--- src/rtl/fsc_pkg.sv ---
package fsc_pkg;

    localparam int unsigned OFF_W = 8;
    localparam int unsigned DAT_W = 32;
    localparam int unsigned NSRC  = 3;

    localparam int unsigned SRC_FDONE = 0;
    localparam int unsigned SRC_VSYNC = 1;
    localparam int unsigned SRC_FIELD = 2;

    localparam logic [OFF_W-1:0] OFF_END = '1;

    typedef struct packed {
        logic [OFF_W-1:0] off;
        logic [DAT_W-1:0] keep;
        logic [DAT_W-1:0] val;
    } upd_t;

    typedef enum logic [1:0] {
        ENG_IDLE  = 2'd0,
        ENG_LIST  = 2'd1,
        ENG_FIELD = 2'd2
    } eng_st_t;

    function automatic logic [DAT_W-1:0] merge_word(
        input logic [DAT_W-1:0] old_w,
        input logic [DAT_W-1:0] keep_w,
        input logic [DAT_W-1:0] val_w
    );
        return (old_w & keep_w) | val_w;
    endfunction

endpackage

--- src/rtl/fsc_queue.sv ---
module fsc_queue
    import fsc_pkg::*;
#(
    parameter int unsigned DEPTH = 17,
    localparam int unsigned IDX_W = $clog2(DEPTH)
) (
    input  logic             clk,
    input  logic             rst,
    input  logic             wr_en,
    input  logic [IDX_W-1:0] wr_idx,
    input  upd_t             wr_ent,
    input  logic [IDX_W-1:0] rd_idx,
    output upd_t             rd_ent
);

    localparam upd_t EMPTY_SLOT = '{off: OFF_END, keep: '0, val: '0};

    upd_t slots [DEPTH];

    for (genvar g = 0; g < DEPTH; g++) begin : g_slot
        upd_t slot_q;
        always_ff @(posedge clk) begin
            if (rst) begin
                slot_q <= EMPTY_SLOT;
            end else if (wr_en && wr_idx == IDX_W'(g)) begin
                slot_q <= wr_ent;
            end
        end
        assign slots[g] = slot_q;
    end

    always_comb begin
        if (rd_idx < IDX_W'(DEPTH)) begin
            rd_ent = slots[rd_idx];
        end else begin
            rd_ent = EMPTY_SLOT;
        end
    end

endmodule

--- src/rtl/fsc_irq.sv ---
module fsc_irq
    import fsc_pkg::*;
(
    input  logic            clk,
    input  logic            rst,
    input  logic [NSRC-1:0] evt,
    input  logic            en_wr,
    input  logic [NSRC-1:0] en_data,
    input  logic            fd_set,
    input  logic            fd_clr,
    input  logic            ack,
    output logic [NSRC-1:0] en_o,
    output logic [NSRC-1:0] stat_o,
    output logic            irq_o
);

    logic [NSRC-1:0] en_q, stat_q, en_nx, newly, stat_nx;
    logic            irq_q, armed_q;

    always_comb begin
        en_nx = en_wr ? en_data : en_q;
        if (fd_clr) en_nx[SRC_FDONE] = 1'b0;
        if (fd_set) en_nx[SRC_FDONE] = 1'b1;
        newly   = en_nx & ~en_q;
        stat_nx = ack ? evt : ((stat_q & ~newly) | evt);
    end

    always_ff @(posedge clk) begin
        if (rst) begin
            en_q    <= '0;
            stat_q  <= '0;
            irq_q   <= 1'b0;
            armed_q <= 1'b1;
        end else begin
            en_q   <= en_nx;
            stat_q <= stat_nx;
            if (ack) begin
                irq_q   <= 1'b0;
                armed_q <= 1'b1;
            end else if (armed_q && |(stat_q & en_q)) begin
                irq_q   <= 1'b1;
                armed_q <= 1'b0;
            end
        end
    end

    assign en_o   = en_q;
    assign stat_o = stat_q;
    assign irq_o  = irq_q;

    for (genvar b = 0; b < NSRC; b++) begin : g_stale

        stale_clear_chk: assert property (@(posedge clk) disable iff (rst)
            (newly[b] && !evt[b] && !ack) |=> !stat_q[b]);
    end


    irq_hold_chk: assert property (@(posedge clk) disable iff (rst)
        (irq_q && !ack) |=> irq_q);


    ack_drop_chk: assert property (@(posedge clk) disable iff (rst)
        ack |=> !irq_q);

endmodule

--- src/rtl/fsc_engine.sv ---
module fsc_engine
    import fsc_pkg::*;
#(
    parameter int unsigned DEPTH = 17,
    parameter logic [OFF_W-1:0] VPORCH_OFF = 8'h10,
    parameter logic [OFF_W-1:0] VHTOT_OFF  = 8'h14,
    parameter logic [OFF_W-1:0] VSOFF_OFF  = 8'h18,
    parameter logic [DAT_W-1:0] VSOFF_KEEP = 32'h0000_F000,
    localparam int unsigned IDX_W = $clog2(DEPTH)
) (
    input  logic                  clk,
    input  logic                  rst,
    input  logic                  list_start,
    input  logic                  fld_start,
    input  logic                  fld_sel,
    input  logic [1:0][DAT_W-1:0] fld_vporch,
    input  logic [1:0][DAT_W-1:0] fld_vhtot,
    input  logic [1:0][DAT_W-1:0] fld_vsoff,
    input  upd_t                  ent,
    input  logic [DAT_W-1:0]      rf_rdata,
    output logic [IDX_W-1:0]      rd_idx,
    output logic                  list_done,
    output logic                  list_busy,
    output logic [OFF_W-1:0]      rf_addr,
    output logic                  rf_we,
    output logic [DAT_W-1:0]      rf_wdata
);

    eng_st_t          st_q;
    logic [IDX_W-1:0] idx_q;
    logic [1:0]       fk_q;
    logic             sel_q, sel_pend_q;
    logic             lreq_q, freq_q;
    logic             take_fld, take_list, list_last;
    upd_t             cur;

    assign take_fld  = (st_q == ENG_IDLE) && freq_q;
    assign take_list = (st_q == ENG_IDLE) && !freq_q && lreq_q;
    assign list_last = (st_q == ENG_LIST) &&
                       (ent.off == OFF_END || idx_q == IDX_W'(DEPTH - 1));

    always_comb begin
        cur = '{off: OFF_END, keep: '0, val: '0};
        unique case (st_q)
            ENG_LIST:  cur = ent;
            ENG_FIELD: begin
                unique case (fk_q)
                    2'd0:    cur = '{off: VPORCH_OFF, keep: '0, val: fld_vporch[sel_q]};
                    2'd1:    cur = '{off: VHTOT_OFF,  keep: '0, val: fld_vhtot[sel_q]};
                    default: cur = '{off: VSOFF_OFF,  keep: VSOFF_KEEP,
                                     val: fld_vsoff[sel_q] & ~VSOFF_KEEP};
                endcase
            end
            default: cur = '{off: OFF_END, keep: '0, val: '0};
        endcase
    end

    assign rd_idx    = idx_q;
    assign rf_addr   = cur.off;
    assign rf_we     = ((st_q == ENG_LIST) && ent.off != OFF_END) || (st_q == ENG_FIELD);
    assign rf_wdata  = merge_word(rf_rdata, cur.keep, cur.val);
    assign list_done = list_last;
    assign list_busy = lreq_q || (st_q == ENG_LIST);

    always_ff @(posedge clk) begin
        if (rst) begin
            st_q       <= ENG_IDLE;
            idx_q      <= '0;
            fk_q       <= '0;
            sel_q      <= 1'b0;
            sel_pend_q <= 1'b0;
            lreq_q     <= 1'b0;
            freq_q     <= 1'b0;
        end else begin
            lreq_q <= list_start || (lreq_q && !take_list);
            freq_q <= fld_start  || (freq_q && !take_fld);
            if (fld_start) sel_pend_q <= fld_sel;
            unique case (st_q)
                ENG_IDLE: begin
                    if (take_fld) begin
                        st_q  <= ENG_FIELD;
                        fk_q  <= '0;
                        sel_q <= sel_pend_q;
                    end else if (take_list) begin
                        st_q  <= ENG_LIST;
                        idx_q <= '0;
                    end
                end
                ENG_LIST: begin
                    if (list_last) begin
                        st_q <= ENG_IDLE;
                    end else begin
                        idx_q <= idx_q + IDX_W'(1);
                    end
                end
                ENG_FIELD: begin
                    if (fk_q == 2'd2) begin
                        st_q <= ENG_IDLE;
                    end else begin
                        fk_q <= fk_q + 2'd1;
                    end
                end
                default: st_q <= ENG_IDLE;
            endcase
        end
    end


    term_skip_chk: assert property (@(posedge clk) disable iff (rst)
        rf_we |-> rf_addr != OFF_END);


    fld_first_chk: assert property (@(posedge clk) disable iff (rst)
        (st_q == ENG_IDLE && freq_q) |=> st_q == ENG_FIELD);


    fld_seq_chk: assert property (@(posedge clk) disable iff (rst)
        (st_q == ENG_FIELD && fk_q == 2'd0) |=> (st_q == ENG_FIELD && fk_q == 2'd1));

endmodule

--- src/rtl/fsync_commit.sv ---
module fsync_commit
    import fsc_pkg::*;
#(
    parameter int unsigned QDEPTH = 17,
    parameter logic [OFF_W-1:0] VPORCH_OFF = 8'h10,
    parameter logic [OFF_W-1:0] VHTOT_OFF  = 8'h14,
    parameter logic [OFF_W-1:0] VSOFF_OFF  = 8'h18,
    parameter logic [DAT_W-1:0] VSOFF_KEEP = 32'h0000_F000,
    localparam int unsigned IDX_W = $clog2(QDEPTH)
) (
    input  logic                  clk,
    input  logic                  rst,
    input  logic                  q_wr_i,
    input  logic [IDX_W-1:0]      q_idx_i,
    input  logic [OFF_W-1:0]      q_off_i,
    input  logic [DAT_W-1:0]      q_keep_i,
    input  logic [DAT_W-1:0]      q_val_i,
    input  logic                  commit_i,
    input  logic                  commit_full_i,
    input  logic                  commit_evt_i,
    output logic                  busy_o,
    input  logic                  cur_wr_i,
    input  logic [DAT_W-1:0]      cur_pos_i,
    input  logic [DAT_W-1:0]      cur_size_i,
    input  logic                  cur_on_i,
    output logic [DAT_W-1:0]      cur_pos_o,
    output logic [DAT_W-1:0]      cur_size_o,
    output logic                  cur_on_o,
    input  logic                  fdone_i,
    input  logic                  vsync_i,
    input  logic                  field_i,
    input  logic                  field_odd_i,
    input  logic                  interlaced_i,
    input  logic [1:0][DAT_W-1:0] fld_vporch_i,
    input  logic [1:0][DAT_W-1:0] fld_vhtot_i,
    input  logic [1:0][DAT_W-1:0] fld_vsoff_i,
    input  logic                  ien_wr_i,
    input  logic [NSRC-1:0]       ien_i,
    input  logic                  iack_i,
    output logic [NSRC-1:0]       ien_o,
    output logic [NSRC-1:0]       istat_o,
    output logic                  irq_o,
    output logic                  flip_o,
    output logic [OFF_W-1:0]      rf_addr_o,
    output logic                  rf_we_o,
    output logic [DAT_W-1:0]      rf_wdata_o,
    input  logic [DAT_W-1:0]      rf_rdata_i
);

    upd_t             wr_ent, rd_ent;
    logic [IDX_W-1:0] rd_idx;
    logic             list_done, list_busy, list_start;
    logic             pend_q, flip_wait_q, flip_q;
    logic             accept, fd_serve, fd_set;
    logic [DAT_W-1:0] sh_pos_q, sh_size_q, live_pos_q, live_size_q;
    logic             sh_on_q, live_on_q, cur_pend_q;
    logic [NSRC-1:0]  evt;

    assign wr_ent     = '{off: q_off_i, keep: q_keep_i, val: q_val_i};
    assign busy_o     = pend_q || list_busy;
    assign accept     = commit_i && !busy_o;
    assign fd_serve   = fdone_i && ien_o[SRC_FDONE];
    assign list_start = (accept && commit_full_i) || (fd_serve && pend_q);
    assign fd_set     = (accept && !commit_full_i) || cur_wr_i;

    always_comb begin
        evt            = '0;
        evt[SRC_FDONE] = fdone_i;
        evt[SRC_VSYNC] = vsync_i;
        evt[SRC_FIELD] = field_i;
    end

    fsc_queue #(.DEPTH(QDEPTH)) u_queue (
        .clk    (clk),
        .rst    (rst),
        .wr_en  (q_wr_i),
        .wr_idx (q_idx_i),
        .wr_ent (wr_ent),
        .rd_idx (rd_idx),
        .rd_ent (rd_ent)
    );

    fsc_engine #(
        .DEPTH      (QDEPTH),
        .VPORCH_OFF (VPORCH_OFF),
        .VHTOT_OFF  (VHTOT_OFF),
        .VSOFF_OFF  (VSOFF_OFF),
        .VSOFF_KEEP (VSOFF_KEEP)
    ) u_engine (
        .clk        (clk),
        .rst        (rst),
        .list_start (list_start),
        .fld_start  (field_i && interlaced_i),
        .fld_sel    (field_odd_i),
        .fld_vporch (fld_vporch_i),
        .fld_vhtot  (fld_vhtot_i),
        .fld_vsoff  (fld_vsoff_i),
        .ent        (rd_ent),
        .rf_rdata   (rf_rdata_i),
        .rd_idx     (rd_idx),
        .list_done  (list_done),
        .list_busy  (list_busy),
        .rf_addr    (rf_addr_o),
        .rf_we      (rf_we_o),
        .rf_wdata   (rf_wdata_o)
    );

    fsc_irq u_irq (
        .clk     (clk),
        .rst     (rst),
        .evt     (evt),
        .en_wr   (ien_wr_i),
        .en_data (ien_i),
        .fd_set  (fd_set),
        .fd_clr  (fd_serve),
        .ack     (iack_i),
        .en_o    (ien_o),
        .stat_o  (istat_o),
        .irq_o   (irq_o)
    );

    always_ff @(posedge clk) begin
        if (rst) begin
            pend_q      <= 1'b0;
            flip_wait_q <= 1'b0;
            flip_q      <= 1'b0;
        end else begin
            if (accept && !commit_full_i) begin
                pend_q <= 1'b1;
            end else if (list_done) begin
                pend_q <= 1'b0;
            end
            flip_q <= 1'b0;
            if (vsync_i && !pend_q && flip_wait_q) begin
                flip_q      <= 1'b1;
                flip_wait_q <= 1'b0;
            end
            if (accept && commit_evt_i) begin
                flip_wait_q <= 1'b1;
            end
        end
    end

    always_ff @(posedge clk) begin
        if (rst) begin
            sh_pos_q    <= '0;
            sh_size_q   <= '0;
            sh_on_q     <= 1'b0;
            live_pos_q  <= '0;
            live_size_q <= '0;
            live_on_q   <= 1'b0;
            cur_pend_q  <= 1'b0;
        end else begin
            if (fd_serve && cur_pend_q) begin
                live_pos_q  <= sh_pos_q;
                live_size_q <= sh_size_q;
                live_on_q   <= sh_on_q;
            end
            if (cur_wr_i) begin
                sh_pos_q   <= cur_pos_i;
                sh_size_q  <= cur_size_i;
                sh_on_q    <= cur_on_i;
                cur_pend_q <= 1'b1;
            end else if (fd_serve) begin
                cur_pend_q <= 1'b0;
            end
        end
    end

    assign cur_pos_o  = live_pos_q;
    assign cur_size_o = live_size_q;
    assign cur_on_o   = live_on_q;
    assign flip_o     = flip_q;


    commit_arm_chk: assert property (@(posedge clk) disable iff (rst)
        (commit_i && !busy_o && !commit_full_i) |=> (pend_q && ien_o[SRC_FDONE]));


    pend_clear_chk: assert property (@(posedge clk) disable iff (rst)
        $fell(pend_q) |-> $past(list_done));


    fd_clear_chk: assert property (@(posedge clk) disable iff (rst)
        (fdone_i && ien_o[SRC_FDONE] && !fd_set) |=> !ien_o[SRC_FDONE]);


    flip_pend_chk: assert property (@(posedge clk) disable iff (rst)
        flip_o |-> !$past(pend_q));


    cur_still_chk: assert property (@(posedge clk) disable iff (rst)
        !fdone_i |=> ($stable(cur_pos_o) && $stable(cur_size_o) && $stable(cur_on_o)));

endmodule

--- config.mk ---
export PLATFORM = sky130hd
export DESIGN_NAME = fsync_commit
export DESIGN_NICKNAME = d
export VERILOG_FILES = /design/src/rtl/fsc_pkg.sv /design/src/rtl/fsc_queue.sv /design/src/rtl/fsc_irq.sv /design/src/rtl/fsc_engine.sv /design/src/rtl/fsync_commit.sv
export SDC_FILE = /design/constraint.sdc
export NUM_CORES = 2
export LEC_CHECK = 0
export CORE_ASPECT_RATIO = 2
export CORE_MARGIN = 5
export CORE_UTILIZATION = 40
export CTS_CLUSTER_DIAMETER = 120
export DETAILED_ROUTE_END_ITERATION = 7
export DONT_BUFFER_PORTS = 1
export HOLD_SLACK_MARGIN = 0.05
export PLACE_DENSITY = 0.65
export REMOVE_ABC_BUFFERS = 1
export SLEW_MARGIN = 25
export SYNTH_ARGS = -nofsm -noshare
export SYNTH_HDL_FRONTEND = slang
export SYNTH_HIERARCHICAL = 1
export SYNTH_SLANG_ARGS = --single-unit
--- constraint.sdc ---
create_clock -name clk -period 3.3 [get_ports clk]
set_clock_uncertainty 0.1 [all_clocks]
set_input_delay 0.66 -clock clk [delete_from_list [all_inputs] [get_ports clk]]
set_output_delay 0.66 -clock clk [all_outputs]
set_load 0.03 [all_outputs]
==> qor.txt <==
Most frequent cells in the layout: nand2_1 (2,611), dfxtp_1 (1,375), a21oi_1 (1,156), mux2i_1 (403), dlygate4sd3_1 (220)
Max_slew headroom: 0.2940
Hold_sp: rst
Worst hold endpoint: sh_pos_q[25]
Clock Path Buffers: 3
Initial Util: 0.4021
Final #Nets: 7,850
CTS root buf: clkbuf_16
CTS tree: built
Syn Std Cell Area: 60,370 µm²
Clock-pin transition on the worst setup and hold timing paths: 0.06 ns
Dpl hpwl: 126,500 µm
TritonRoute pass-1 iters: 8
Period utilisation layout: 1.235
Io pins: 498
FILL cells: 13,607
Ys flop type: dfxtp_1
Tot GR Track Use: 0.2650
Maximum vdd ir drop: 0.4062 mV
Area Overhead vs Synth: 22.77%
Fin. Hold Viols: 0
Placer Congestion: 0.8272
Crit path cell chain: buf_12, buf_16, mux4_2, mux2i_2, o21ai_2, a21oi_2, o22ai_1, o21a_2, buf_12
Yosys top cell by area: dfxtp_1
Synthesized-area fraction occupied by and/or/nand/nor cells: 0.1977
Syn Area/Cell: 8.186 µm²
Power density over cell area: 480.8 nW/µm²
Outcome: complete, but fails checks
Final Max Slew Viols: 0
Max-cap violations: 0
Worst setup margin: -0.7740 ns
R2R Path End: u_engine/rd_idx[3]
Syn. warnings: 6
Clk Latency, worst-skew pair: 0.76 ns
Die height: 559.4 µm
Worst-Margin Slew: 1.059 ns
CP delay by family, top: compound AO/OA/AOI/OAI gates
Post-synthesis mux area share: 0.1402
CTS Sinks: 1,379
Worst Hold Class: input pin to flip-flop
Total wire length: 224,500 µm
Max incr delay on CP: 0.53 ns
Setup_tns: -25.88 ns
Failing checks: DRC, setup timing
Die area: 159,300 µm²
Most common cell after layout, fill and taps aside: nand2_1
Crit path buffers/inverters: 3
Hold Path Depth: 2
Crit end category: output port
Critical Path Source Type: flip-flop
Async set-reset flop share out of synthesis: 0
Fin crit period: 4.074 ns
Final setup violation count: 42
Synth unique cells: 63
Antenna violations before repair: 27
Fmax: 245.5 MHz
Area of the multi-input gates: 31,140 µm²
Cts bufs inserted: 133
Cell mode on critical path: buf_12
Via count: 55,419
DRC violations left: 1
CP Data Required Time: 2.54 ns
Port Buf Inserts: 0
Top post-synthesis cells by area: dfxtp_1 (46%), nand2_1 (16%), a21oi_1 (9.9%)
Sequential-to-total area share from yosys stat: 0.4573
RSZ-0062 raised after global routing: true
Routed Antenna Nets: 0
Compound-cell area share of the yosys netlist: 0.1492
Largest net degree at the start of global routing: 253
Critical Path Fanout Max: 17
Remaining Overflow, GRT: 0
Arr. time, crit path: 3.31 ns
Storage element area: 27,620 µm²
Slowest CP cell: mux4_2
Vias/cell: 5.830
Wire per inst: 23.61 µm
CP Class: flip-flop to output port
Post-synth top area share: 0.4573
Pleak: 24.49 nW
Xor and xnor area share after synthesis: 0
Worst r2r path cells: 16
FF-to-FF setup slack: -0.08 ns
RR Startpoint: u_engine/rd_idx[1]
Pwr Total: 0.03564 W
# rows: 201
Post-synthesis adder-cell area fraction: 0.002072
Cell count after synthesis: 7,375
DRT iter0 DRCs: 6,034
Chip Width: 284.7 µm
CORE AREA: 150,100 µm²
First-pass GRT wire length: 329,700 µm
Yosys reg bits: 1,379
Number of enable flip-flop cells after synthesis: 0
Largest family of logic cells by synthesized area: simple AND/OR/NAND/NOR gates
Depth of the CTS H-tree: 4
Layout cell share with drive strength beyond 1: 0.1518
Vias in the first global route: 54,487
==> flip-flops by register name (all words and copies together) (netlist names), 2 cells and up <==
name,count
u_engine/fk_q,2
cur_size_o,32
sh_size_q,32
u_engine/st_q,2
cur_pos_o,32
u_irq/en_o,3
sh_pos_q,32
u_queue/g_slot.slot_q,1224
u_irq/stat_o,3
u_engine/rd_idx,5
==> where the power goes <==
group	switching (W)	leakage [nW]	internal, W
clock	0.00668	2.19	0.00917
sequential	0.000147	11.1	0.0168
combinational	0.00180	11.2	0.00100
==> per-layer routing <==
metal	GRT usage	vias up	part of all wire
met5	0	-	0.00026
met4	0.1327	10	0.051
met3	0.06201	654	0.098
met2	0.4567	3065	0.49
met1	0.3077	26674	0.36
li1	-	25016	-
==> layout make-up <==
type                    instances  share of cell area
flip-flops and latches       1379              0.3727
diodes                         22           0.0007427
well taps                    1928             0.03255
inverters                      13           0.0006921
clock inverters                42            0.007225
clock buffers                 192             0.05273
repair buffers                680              0.1132
multi-input cells            5250              0.4202
==> cells in the mapped netlist, types with 3 or more instances <==
library cell,instances
nand2_1,2626
dfxtp_1,1379
a21oi_1,1190
clkbuf_1,591
mux2i_1,448
a22oi_1,177
mux4_2,144
nand3b_1,141
nor2_1,135
buf_2,80
o21ai_0,70
a32oi_1,65
mux2_2,53
o22ai_1,29
o21a_1,28
buf_6,27
buf_1,18
a21oi_2,14
inv_1,12
mux2_1,11
nand3_1,11
ha_1,10
a41oi_1,9
buf_4,9
nor2b_1,8
a31oi_1,7
and2_1,7
buf_8,7
nand2b_1,7
a21o_1,6
nand4_1,5
o221ai_1,4
and4_1,3
nand4bb_1,3
nor2_2,3
nor3b_1,3
==> kinds of logic after synthesis <==
| logic type | count (synthesis) |
|---|---|
| compound gates | 1610 |
| mux | 657 |
| buf+inv | 746 |
| flops | 1379 |
| fa+ha+maj | 10 |
| simple gates | 2973 |
==> worst max-delay path by stage <==
stage	from	slack, ns	to	depth (start not counted)
floorplan	u_engine/rd_idx[0]	-14.56	rf_wdata_o[12]	6
global placement	rst	-0.82	u_queue/g_slot[7].slot_q[66]	6
detailed placement	rst	-0.88	u_queue/g_slot[15].slot_q[68]	6
CTS	u_engine/rd_idx[1]	-0.81	rf_wdata_o[30]	9
global route	u_engine/rd_idx[1]	-0.81	rf_wdata_o[5]	11
finish	u_engine/rd_idx[1]	-0.77	rf_wdata_o[30]	9
==> what timing repair did <==
item                                    CTS  global route
setup endpoints to repair               188            43
endpoints found under the hold margin  1368             0
setup buffers                            74           102
resized for setup                       272           223
cloned                                   15             6
pin swaps                                89           144
hold buffers                            221             0
==> through the flow <==
| step | util | instances | hold WS [ns] | instance area (µm²) | setup slack (ns) |
|---|---|---|---|---|---|
| CTS | 0.4825 | 9400 | 0.1155 | 72440 | -0.8140 |
| global placement | 0.4239 | 8856 | 0.3295 | 63650 | -0.8212 |
| detailed placement | 0.4241 | 8857 | 0.3431 | 63670 | -0.8839 |
| floorplan | - | 6642 | 0.3226 | 57190 | -14.56 |
| global route | 0.4935 | 9494 | 0.1766 | 74090 | -0.8130 |
| finish | 0.4937 | 9506 | 0.1909 | 74120 | -0.7740 |
(Power assumes the default switching activity.)
